## src/rtl/irq_bank_pkg.sv

```systemverilog
package irq_bank_pkg;

  // Word indices (byte offset / 4) of the register map
  localparam int unsigned WI_VFIQ    = 2;   // 0x08
  localparam int unsigned WI_FRC     = 5;   // 0x14
  localparam int unsigned WI_FRC_SET = 6;   // 0x18
  localparam int unsigned WI_FRC_CLR = 7;   // 0x1C
  localparam int unsigned WI_CPU_EN  = 8;   // 0x20
  localparam int unsigned WI_CPU_SET = 9;   // 0x24
  localparam int unsigned WI_CPU_CLR = 10;  // 0x28
  localparam int unsigned WI_CPU_CLS = 11;  // 0x2C
  localparam int unsigned WI_COP_EN  = 12;  // 0x30
  localparam int unsigned WI_COP_SET = 13;  // 0x34
  localparam int unsigned WI_COP_CLR = 14;  // 0x38
  localparam int unsigned WI_COP_CLS = 15;  // 0x3C

  // Slots of the storage array
  localparam int unsigned RG_FRC     = 0;
  localparam int unsigned RG_CPU_EN  = 1;
  localparam int unsigned RG_CPU_CLS = 2;
  localparam int unsigned RG_COP_EN  = 3;
  localparam int unsigned RG_COP_CLS = 4;
  localparam int unsigned NUM_RG     = 5;

  typedef enum logic [1:0] {
    OP_NONE = 2'd0,
    OP_LOAD = 2'd1,
    OP_SET  = 2'd2,
    OP_CLR  = 2'd3
  } wsc_op_e;

endpackage

```

## src/rtl/irq_bank_wsc.sv

```systemverilog
module irq_bank_wsc
  import irq_bank_pkg::*;
#(
  parameter int W = 32
) (
  input  logic         clk,
  input  logic         rst_n,
  input  wsc_op_e      op,
  input  logic [W-1:0] wdata,
  output logic [W-1:0] q
);

  logic [W-1:0] q_r;
  logic [W-1:0] q_d;
  logic         upd;

  always_comb begin
    q_d = q_r;
    upd = 1'b0;
    case (op)
      OP_LOAD: begin
        q_d = wdata;
        upd = 1'b1;
      end
      OP_SET: begin
        q_d = q_r | wdata;
        upd = 1'b1;
      end
      OP_CLR: begin
        q_d = q_r & ~wdata;
        upd = 1'b1;
      end
      default: begin
        q_d = q_r;
        upd = 1'b0;
      end
    endcase
  end

  always_ff @(posedge clk or negedge rst_n) begin
    if (!rst_n) begin
      q_r <= '0;
    end else if (upd) begin
      q_r <= q_d;
    end
  end

  assign q = q_r;

endmodule

```

## src/rtl/irq_bank_decode.sv

```systemverilog
module irq_bank_decode
  import irq_bank_pkg::*;
#(
  parameter int ADDR_W = 8
) (
  input  logic                       reg_valid,
  input  logic                       reg_write,
  input  logic [ADDR_W-1:0]          reg_addr,
  output wsc_op_e [NUM_RG-1:0]       ops
);

  localparam int IDX_W = ADDR_W - 2;

  logic [IDX_W-1:0] idx;
  logic             wr_hit;

  assign idx    = reg_addr[ADDR_W-1:2];
  assign wr_hit = reg_valid & reg_write & (reg_addr[1:0] == 2'b00);

  always_comb begin
    for (int k = 0; k < NUM_RG; k++) begin
      ops[k] = OP_NONE;
    end
    if (wr_hit) begin
      case (idx)
        IDX_W'(WI_FRC):     ops[RG_FRC]     = OP_LOAD;
        IDX_W'(WI_FRC_SET): ops[RG_FRC]     = OP_SET;
        IDX_W'(WI_FRC_CLR): ops[RG_FRC]     = OP_CLR;
        IDX_W'(WI_CPU_EN):  ops[RG_CPU_EN]  = OP_LOAD;
        IDX_W'(WI_CPU_SET): ops[RG_CPU_EN]  = OP_SET;
        IDX_W'(WI_CPU_CLR): ops[RG_CPU_EN]  = OP_CLR;
        IDX_W'(WI_CPU_CLS): ops[RG_CPU_CLS] = OP_LOAD;
        IDX_W'(WI_COP_EN):  ops[RG_COP_EN]  = OP_LOAD;
        IDX_W'(WI_COP_SET): ops[RG_COP_EN]  = OP_SET;
        IDX_W'(WI_COP_CLR): ops[RG_COP_EN]  = OP_CLR;
        IDX_W'(WI_COP_CLS): ops[RG_COP_CLS] = OP_LOAD;
        default: ;
      endcase
    end
  end

endmodule

```

## src/rtl/irq_bank_route.sv

```systemverilog
module irq_bank_route #(
  parameter int LINES = 32
) (
  input  logic [LINES-1:0] src,
  input  logic [LINES-1:0] frc,
  input  logic [LINES-1:0] cpu_en,
  input  logic [LINES-1:0] cpu_cls,
  input  logic [LINES-1:0] cop_en,
  output logic [LINES-1:0] fiq_vec,
  output logic             cpu_irq,
  output logic             cpu_fiq,
  output logic             cop_irq
);

  logic [LINES-1:0] pend;
  logic [LINES-1:0] irq_vec;
  logic [LINES-1:0] cop_vec;

  for (genvar i = 0; i < LINES; i++) begin : g_line
    always_comb begin
      pend[i]    = src[i] | frc[i];
      irq_vec[i] = pend[i] & cpu_en[i] & ~cpu_cls[i];
      fiq_vec[i] = pend[i] & cpu_en[i] &  cpu_cls[i];
      cop_vec[i] = pend[i] & cop_en[i];
    end
  end

  assign cpu_irq = |irq_vec;
  assign cpu_fiq = |fiq_vec;
  assign cop_irq = |cop_vec;

endmodule

```

## src/rtl/irq_bank_rdport.sv

```systemverilog
module irq_bank_rdport
  import irq_bank_pkg::*;
#(
  parameter int ADDR_W = 8,
  parameter int LINES  = 32
) (
  input  logic              clk,
  input  logic              rst_n,
  input  logic              reg_valid,
  input  logic              reg_write,
  input  logic [ADDR_W-1:0] reg_addr,
  input  logic [LINES-1:0]  frc,
  input  logic [LINES-1:0]  cpu_en,
  input  logic [LINES-1:0]  cpu_cls,
  input  logic [LINES-1:0]  cop_en,
  input  logic [LINES-1:0]  cop_cls,
  input  logic [LINES-1:0]  fiq_vec,
  output logic [LINES-1:0]  rdata
);

  localparam int IDX_W = ADDR_W - 2;

  logic [IDX_W-1:0] idx;
  logic             rd_upd;
  logic [LINES-1:0] rd_d;
  logic [LINES-1:0] rd_q;

  assign idx    = reg_addr[ADDR_W-1:2];
  assign rd_upd = reg_valid & ~reg_write;

  always_comb begin
    rd_d = '0;
    if (reg_addr[1:0] == 2'b00) begin
      case (idx)
        IDX_W'(WI_VFIQ):    rd_d = fiq_vec;
        IDX_W'(WI_FRC),
        IDX_W'(WI_FRC_SET),
        IDX_W'(WI_FRC_CLR): rd_d = frc;
        IDX_W'(WI_CPU_EN),
        IDX_W'(WI_CPU_SET),
        IDX_W'(WI_CPU_CLR): rd_d = cpu_en;
        IDX_W'(WI_CPU_CLS): rd_d = cpu_cls;
        IDX_W'(WI_COP_EN),
        IDX_W'(WI_COP_SET),
        IDX_W'(WI_COP_CLR): rd_d = cop_en;
        IDX_W'(WI_COP_CLS): rd_d = cop_cls;
        default:            rd_d = '0;
      endcase
    end
  end

  always_ff @(posedge clk or negedge rst_n) begin
    if (!rst_n) begin
      rd_q <= '0;
    end else if (rd_upd) begin
      rd_q <= rd_d;
    end
  end

  assign rdata = rd_q;

endmodule

```

## src/rtl/irq_line_bank.sv

```systemverilog
module irq_line_bank
  import irq_bank_pkg::*;
#(
  parameter int LINES  = 32,
  parameter int ADDR_W = 8
) (
  input  logic              clk,
  input  logic              rst_n,
  input  logic [LINES-1:0]  irq_src,
  input  logic              reg_valid,
  input  logic              reg_write,
  input  logic [ADDR_W-1:0] reg_addr,
  input  logic [LINES-1:0]  reg_wdata,
  output logic [LINES-1:0]  reg_rdata,
  output logic              cpu_irq,
  output logic              cpu_fiq,
  output logic              cop_irq
);

  wsc_op_e [NUM_RG-1:0]            ops;
  logic [NUM_RG-1:0][LINES-1:0]    reg_q;
  logic [LINES-1:0]                frc_q;
  logic [LINES-1:0]                cpu_en_q;
  logic [LINES-1:0]                cpu_cls_q;
  logic [LINES-1:0]                cop_en_q;
  logic [LINES-1:0]                cop_cls_q;
  logic [LINES-1:0]                fiq_vec;

  irq_bank_decode #(.ADDR_W(ADDR_W)) u_dec (
    .reg_valid (reg_valid),
    .reg_write (reg_write),
    .reg_addr  (reg_addr),
    .ops       (ops)
  );

  for (genvar g = 0; g < NUM_RG; g++) begin : g_reg
    irq_bank_wsc #(.W(LINES)) u_reg (
      .clk   (clk),
      .rst_n (rst_n),
      .op    (ops[g]),
      .wdata (reg_wdata),
      .q     (reg_q[g])
    );
  end

  assign frc_q     = reg_q[RG_FRC];
  assign cpu_en_q  = reg_q[RG_CPU_EN];
  assign cpu_cls_q = reg_q[RG_CPU_CLS];
  assign cop_en_q  = reg_q[RG_COP_EN];
  assign cop_cls_q = reg_q[RG_COP_CLS];

  irq_bank_route #(.LINES(LINES)) u_route (
    .src     (irq_src),
    .frc     (frc_q),
    .cpu_en  (cpu_en_q),
    .cpu_cls (cpu_cls_q),
    .cop_en  (cop_en_q),
    .fiq_vec (fiq_vec),
    .cpu_irq (cpu_irq),
    .cpu_fiq (cpu_fiq),
    .cop_irq (cop_irq)
  );

  irq_bank_rdport #(.ADDR_W(ADDR_W), .LINES(LINES)) u_rd (
    .clk       (clk),
    .rst_n     (rst_n),
    .reg_valid (reg_valid),
    .reg_write (reg_write),
    .reg_addr  (reg_addr),
    .frc       (frc_q),
    .cpu_en    (cpu_en_q),
    .cpu_cls   (cpu_cls_q),
    .cop_en    (cop_en_q),
    .cop_cls   (cop_cls_q),
    .fiq_vec   (fiq_vec),
    .rdata     (reg_rdata)
  );

endmodule

```

## config.mk

```make
export PLATFORM = sky130hd
export DESIGN_NAME = irq_line_bank
export DESIGN_NICKNAME = d
export VERILOG_FILES = /design/src/rtl/irq_bank_pkg.sv /design/src/rtl/irq_bank_wsc.sv /design/src/rtl/irq_bank_decode.sv /design/src/rtl/irq_bank_route.sv /design/src/rtl/irq_bank_rdport.sv /design/src/rtl/irq_line_bank.sv
export SDC_FILE = /design/constraint.sdc
export NUM_CORES = 1
export LEC_CHECK = 0
export ABC_AREA = 1
export BUFFER_PORTS_ARGS = -buffer_cell sky130_fd_sc_hd__buf_2
export CORE_UTILIZATION = 45
export DETAILED_ROUTE_END_ITERATION = 10
export PLACE_DENSITY = 0.71
export SYNTH_ARGS = -nofsm -noshare
export SYNTH_HDL_FRONTEND = slang
export SYNTH_SLANG_ARGS = --single-unit
export TNS_END_PERCENT = 50
```

## constraint.sdc

```tcl
create_clock -name clk -period 1.9 [get_ports clk]
set_input_delay 0 -clock clk [delete_from_list [all_inputs] [get_ports clk]]
set_output_delay 0 -clock clk [all_outputs]
set_load 0.1 [all_outputs]
```

# Word level (Yosys, flattened, before mapping)
# Index checks and enable logic that the tools add are counted.
# classes
n_eq_ne,27
mux,18
n_bitwise,207
reduce_logical,22
# ops
op,n
one-hot mux 32 bit (3 select lines),5
one-hot mux 32 bit (6 select lines),1
bitwise AND 32 bit,5
bitwise OR 32 bit,5
bitwise AND 1 bit,131
OR reduction 32 bit,3
"== test 6 x 4 -> 1 bit, second input constant",8
inverter 1 bit,33
2-to-1 mux 32 bit,1
inverter 32 bit,1
bitwise OR 1 bit,32
OR reduction 3 bit,8
"== test 2 bit, second input constant",10
"== test 6 x 3 -> 1 bit, second input constant",3
one-hot mux 2 bit (3 select lines),3
nonzero test 3 bit,5
"== test 2 x 1 -> 1 bit, second input constant",5
2-to-1 mux 10 bit,1
AND reduction 2 bit,5
2-to-1 mux 1 bit,7
"== test 6 x 2 -> 1 bit, second input constant",1
logical NOT 2 bit,1
# totals
register_bits,192
input_bits,76
out_inout_bits,35
elab_cells,280

# Depth between registers and ports, before layout
# logic_depth
ltp_word,7
ltp_mapped,10
mapped_depth_nobuf,9

# By module
# Synthesis repeated with hierarchy kept, for this count alone.
# unflattened
hier_cells,2160
hier_area_um2,13559.3
# modules_own_cells
module,instances,cells_per_inst,area_each_um2,seq_area_each_um2
irq_bank_wsc,5,241,1697.9,800.8
irq_bank_rdport,1,595,3403.3,800.8
irq_bank_route,1,327,1527.7,0.0
irq_bank_decode,1,33,138.9,0.0

# Worst setup path before layout
# Ideal clock, no wire load.
# synth_timing
path_kind,reg2out
startpoint,register g_reg[0].u_reg.q_r[1]
endpoint,output port cpu_irq
arrival_time_ns,1.386
required_time_ns,1.900
slack_ns,0.514
path_stages_with_launch,9
n_path_buf,0
cell_sequence,dfrtp_1 > inv_1 > nand2_1 > nand2_1 > o21ai_0 > nor2_1 > nand2_1 > nor2_1 > nand2_1
# synth_between
elab_chain_len,4
# synth_lines
item,line_no,source
"start, declared",irq_bank_wsc.sv:13,logic [W-1:0] q_r;
"start signal, assigned",irq_bank_wsc.sv:44,q_r <= q_d;
bitwise OR 1 bit,irq_bank_route.sv:21,pend[i] = src[i] | frc[i];
bitwise AND 1 bit (2 in series),irq_bank_route.sv:22,irq_vec[i] = pend[i] & cpu_en[i] & ~cpu_cls[i];
OR reduction 32 bit,irq_bank_route.sv:28,assign cpu_irq = |irq_vec;
"end, declared",irq_line_bank.sv:15,"output logic cpu_irq,"
# Every way passes these cells.

# Worst setup path after layout
# layout_timing
startpoint,register g_reg[0].u_reg.q_r[11]
endpoint,output port cop_irq
# layout_between
elab_chain_len,3
# layout_lines
item,line_no,source
bitwise OR 1 bit,irq_bank_route.sv:21,
bitwise AND 1 bit,irq_bank_route.sv:24,cop_vec[i] = pend[i] & cop_en[i];
OR reduction 32 bit,irq_bank_route.sv:30,assign cop_irq = |cop_vec;
"end, declared",irq_line_bank.sv:17,output logic cop_irq
# Every way passes these cells.

==> metrics <==
Via Count=between 10000 and 15000; Worst path depth=9; I/O Buffers=110; nets=about 1800; largest net degree at the start of global routing=65; RSZ-0062 raised after global routing=true; Top delay family on crit path=simple AND/OR/NAND/NOR gates; Pleak=between 0.006 and 0.007 uW; r2r startpoint=g_reg[0].u_reg.q[1]; Die X-Extent=158.2 um; antenna violations before repair=0; outcome=finished clean; I/O pins=111; CTS Sinks=192; Area Overhead vs Synth=18.35%; Clock Tree Root=clkbuf_16; number of global-route vias before repair=about 11000; crit start category=flip-flop; Initial DRC Count=~1300; Hold WS=between 90 and 100 ps; crit-path max cell delay=390 ps; Die ar.=0.02504 mm^2; final hold vios=0; Netlist cell types=23; CTS tree=done; DRC Markers=0; layout cells sized above 1=between 10% and 20%; Sw Ratio=between 30% and 40%; cells on worst reg2reg path=8; number of synthesized flops with an enable pin=0; Comb pwr share=between 10 and 15%; fin crit period=1838 ps; met3 Track Usage GR=between 4 and 5%; Worst-Margin Slew=711.6 ps; Critical path origin=g_reg[0].u_reg.q[11]; post-synthesis register bit count=192; routability congestion estimate=~0.87; wire length per cell=about 18 um; Worst Skew=about 5.8 ps; # H-tree levels=4; Fmax=around 0.54 GHz; Crit path arrival time=between 1500 and 2000 ps; Buf/Inv on CP=2; Worst-path clk slew=70 ps; count of final setup violators=0; Psw=between 2000 and 3000 uW; dpl hpwl=approximately 22 mm; Routed Antenna Nets=0; relative slew slack=between 50% and 60%; maxcap violations=0; final slew viol count=0; cts bufs inserted=17; Skew-Pair Late Insertion Delay=about 440 ps; Yosys Warn Count=0; power density over the cells=roughly 710 mW/mm^2; worst setup path endpoint=cop_irq; crit path max-delay cell type=dfrtp_1; Reg-to-Reg End=u_rd.rdata[1]; Syn Std Cell Area=between 0.01 and 0.015 mm^2; CORE AREA=approximately 0.024 mm^2; Mapped Nets=1692; critical path class=flip-flop to primary output; Worst Path Required=between 1500 and 2000 ps; DP Cell Count=1987; Die H=about 160 um; met2 usage=between 50% and 60%; Seq/Total Area, Yosys=a little over two fifths; grt ovf=0; Mean Syn Cell Area=6.798 um^2; Total GRT Usage=between 20% and 30%; reg2reg setup slack=between 600 and 700 ps; Synth Instances=around 1600; M1 GR Usage=between 30% and 40%; CP most frequent cell=nand2_2; Rows=between 50 and 60; CP endpoint kind=primary output; critical path, cell by cell=inv_2 > nand2_4 > nand2_2 > nand2_2 > nor3_2 > nand2_1 > nor2_2 > nand2_2 > buf_12; final setup TNS=0 ps; first-pass GRT wire length=roughly 56 mm; Seq pwr share=around half; vias per cell=around 5.6; ys flop type=dfrtp_1; router iterations before antenna repair=6; Final Cell Area=between 0.01 and 0.015 mm^2; post-route insts no fill=just over 2000; drt total wl=between 30 and 40 mm; Hold Path Class=input port to asynchronous set/reset pin; Critical Path Fanout Max=3; maximum VDD drop=roughly 630 uV; dpl cell area=between 0.01 and 0.015 mm^2; share of flip-flops with an asynchronous set or reset=100.0%; Antenna diodes=0; internal power=between 6000 and 7000 uW; busiest layer in global routing=met2; Max clock buf depth=2; Starting Density=between 40 and 50%; clock share of power=37.3%; Final period util=a little over nine tenths
## cells in the final DEF (no fill, tap or decap), types with 3 or more instances in the layout
cell type / synthesis / layout
buf_12: 0 / 16
buf_2: 26 / 106
buf_4: 7 / 22
clkbuf_16: 0 / 17
clkinv_4: 0 / 4
clkinvlp_4: 0 / 3
dfrtp_1: 192 / 192
dlygate4sd3_1: 0 / 33
inv_1: 112 / 110
inv_6: 0 / 5
nand2_1: 620 / 607
nand2_2: 1 / 13
nand3_1: 198 / 191
nand3_2: 2 / 9
nand3b_1: 27 / 27
nand4_1: 66 / 66
nor2_1: 166 / 150
nor2_2: 3 / 16
nor2_4: 1 / 4
o21ai_0: 122 / 122
o21ai_1: 8 / 8
## synth_stat cells, types with 2 or more instances
cell type | count | area [um^2]
o21ai_0 | 122 | 610.6
o21a_1 | 2 | 15.01
clkbuf_1 | 49 | 183.9
buf_4 | 7 | 52.55
inv_1 | 112 | 420.4
buf_2 | 26 | 130.1
nand3_1 | 198 | 991.0
nor2_1 | 166 | 623.1
buf_1 | 4 | 15.01
nand2_1 | 620 | 2327
nor2_2 | 3 | 18.77
nand3b_1 | 27 | 202.7
nand3_2 | 2 | 20.02
dfrtp_1 | 192 | 4805
buf_6 | 6 | 67.56
o21ai_1 | 8 | 40.04
nand4_1 | 66 | 412.9
## worst min path at each step
stage	endpoint	slack, ps	cells past startpoint
global placement	g_reg[1].u_reg.q[2]	20	1
CTS	u_rd.rdata[9]	120	7
global route	u_rd.rdata[8]	150	7
finish	g_reg[1].u_reg.q[2]	90	2
floorplan	g_reg[0].u_reg.q[0]	-300	0
detailed placement	g_reg[1].u_reg.q[2]	40	1
## logic make-up (layout without fill, tap and decap cells)
family          count (synthesis)  in the layout  synth area share (%)
simple gates                 1086           1086                 42.10
buf+inv                       204            323                 7.916
flops                         192            192                 43.74
compound gates                134            134                 6.253
## routing by layer
| metal | share of wire (%) | wire length (um) | vias to the layer above |
|---|---|---|---|
| li1 | - | - | 5406 |
| met1 | 40 | 14470 | 5301 |
| met2 | 47 | 16970 | 612 |
| met3 | 9.6 | 3481 | 96 |
| met4 | 3.2 | 1165 | 0 |
| met5 | 0 | 0 | - |
## through the flow
stage / total power [uW] / setup WS, ps / utilization, %
3_5_place_dp: 5684 / 336.4 / 50.45
4_1_cts: 9173 / -13.28 / 54.27
2_1_floorplan: 5158 / 514.4 / -
3_3_place_gp: 5662 / 366.3 / 50.45
5_1_grt: 9592 / -20.44 / 54.90
6_report: 9258 / 61.63 / 54.90
## worst register-to-register path, stage by stage, from the launching register on
cell and delay, ps:
dfrtp_1 380, inv_1 70, nand2_1 80, nand3_1 130
nor2_1 60, nor2_1 100, nand2_1 170, nand2_1 130
nand2_1 50
## cell type report
type                    instances  area, um^2
fillers                      2310       10680
multi-input cells            1220        5448
flip-flops and latches        192        4805
repair buffers                179        1375
clock buffers                  17       425.4
inverters                     112       420.4
well taps                     319       399.1
clock inverters                15       128.9
## what timing repair did
item | CTS | global route
pin swaps | 0 | 9
buffers inserted | 0 | 2
hold endpoints to repair | 224 | 0
hold buffers | 33 | 0
setup endpoints to repair | 3 | 3
gates resized for setup | 6 | 42
## registers in the layout, indices dropped and copies added (netlist names)
| register | count |
|---|---|
| g.u_reg.q | 160 |
| u_rd.rdata | 32 |
## power by group through the flow
stage	Combinational [uW]	Clock [uW]	Sequential, uW
4_1_cts	1250	3480	4440
3_5_place_dp	1170	0	4520
5_1_grt	1480	3640	4470
3_3_place_gp	1150	0	4510
6_report	1360	3450	4450
2_1_floorplan	680	0	4480
Power figures use the tool's default switching activity.
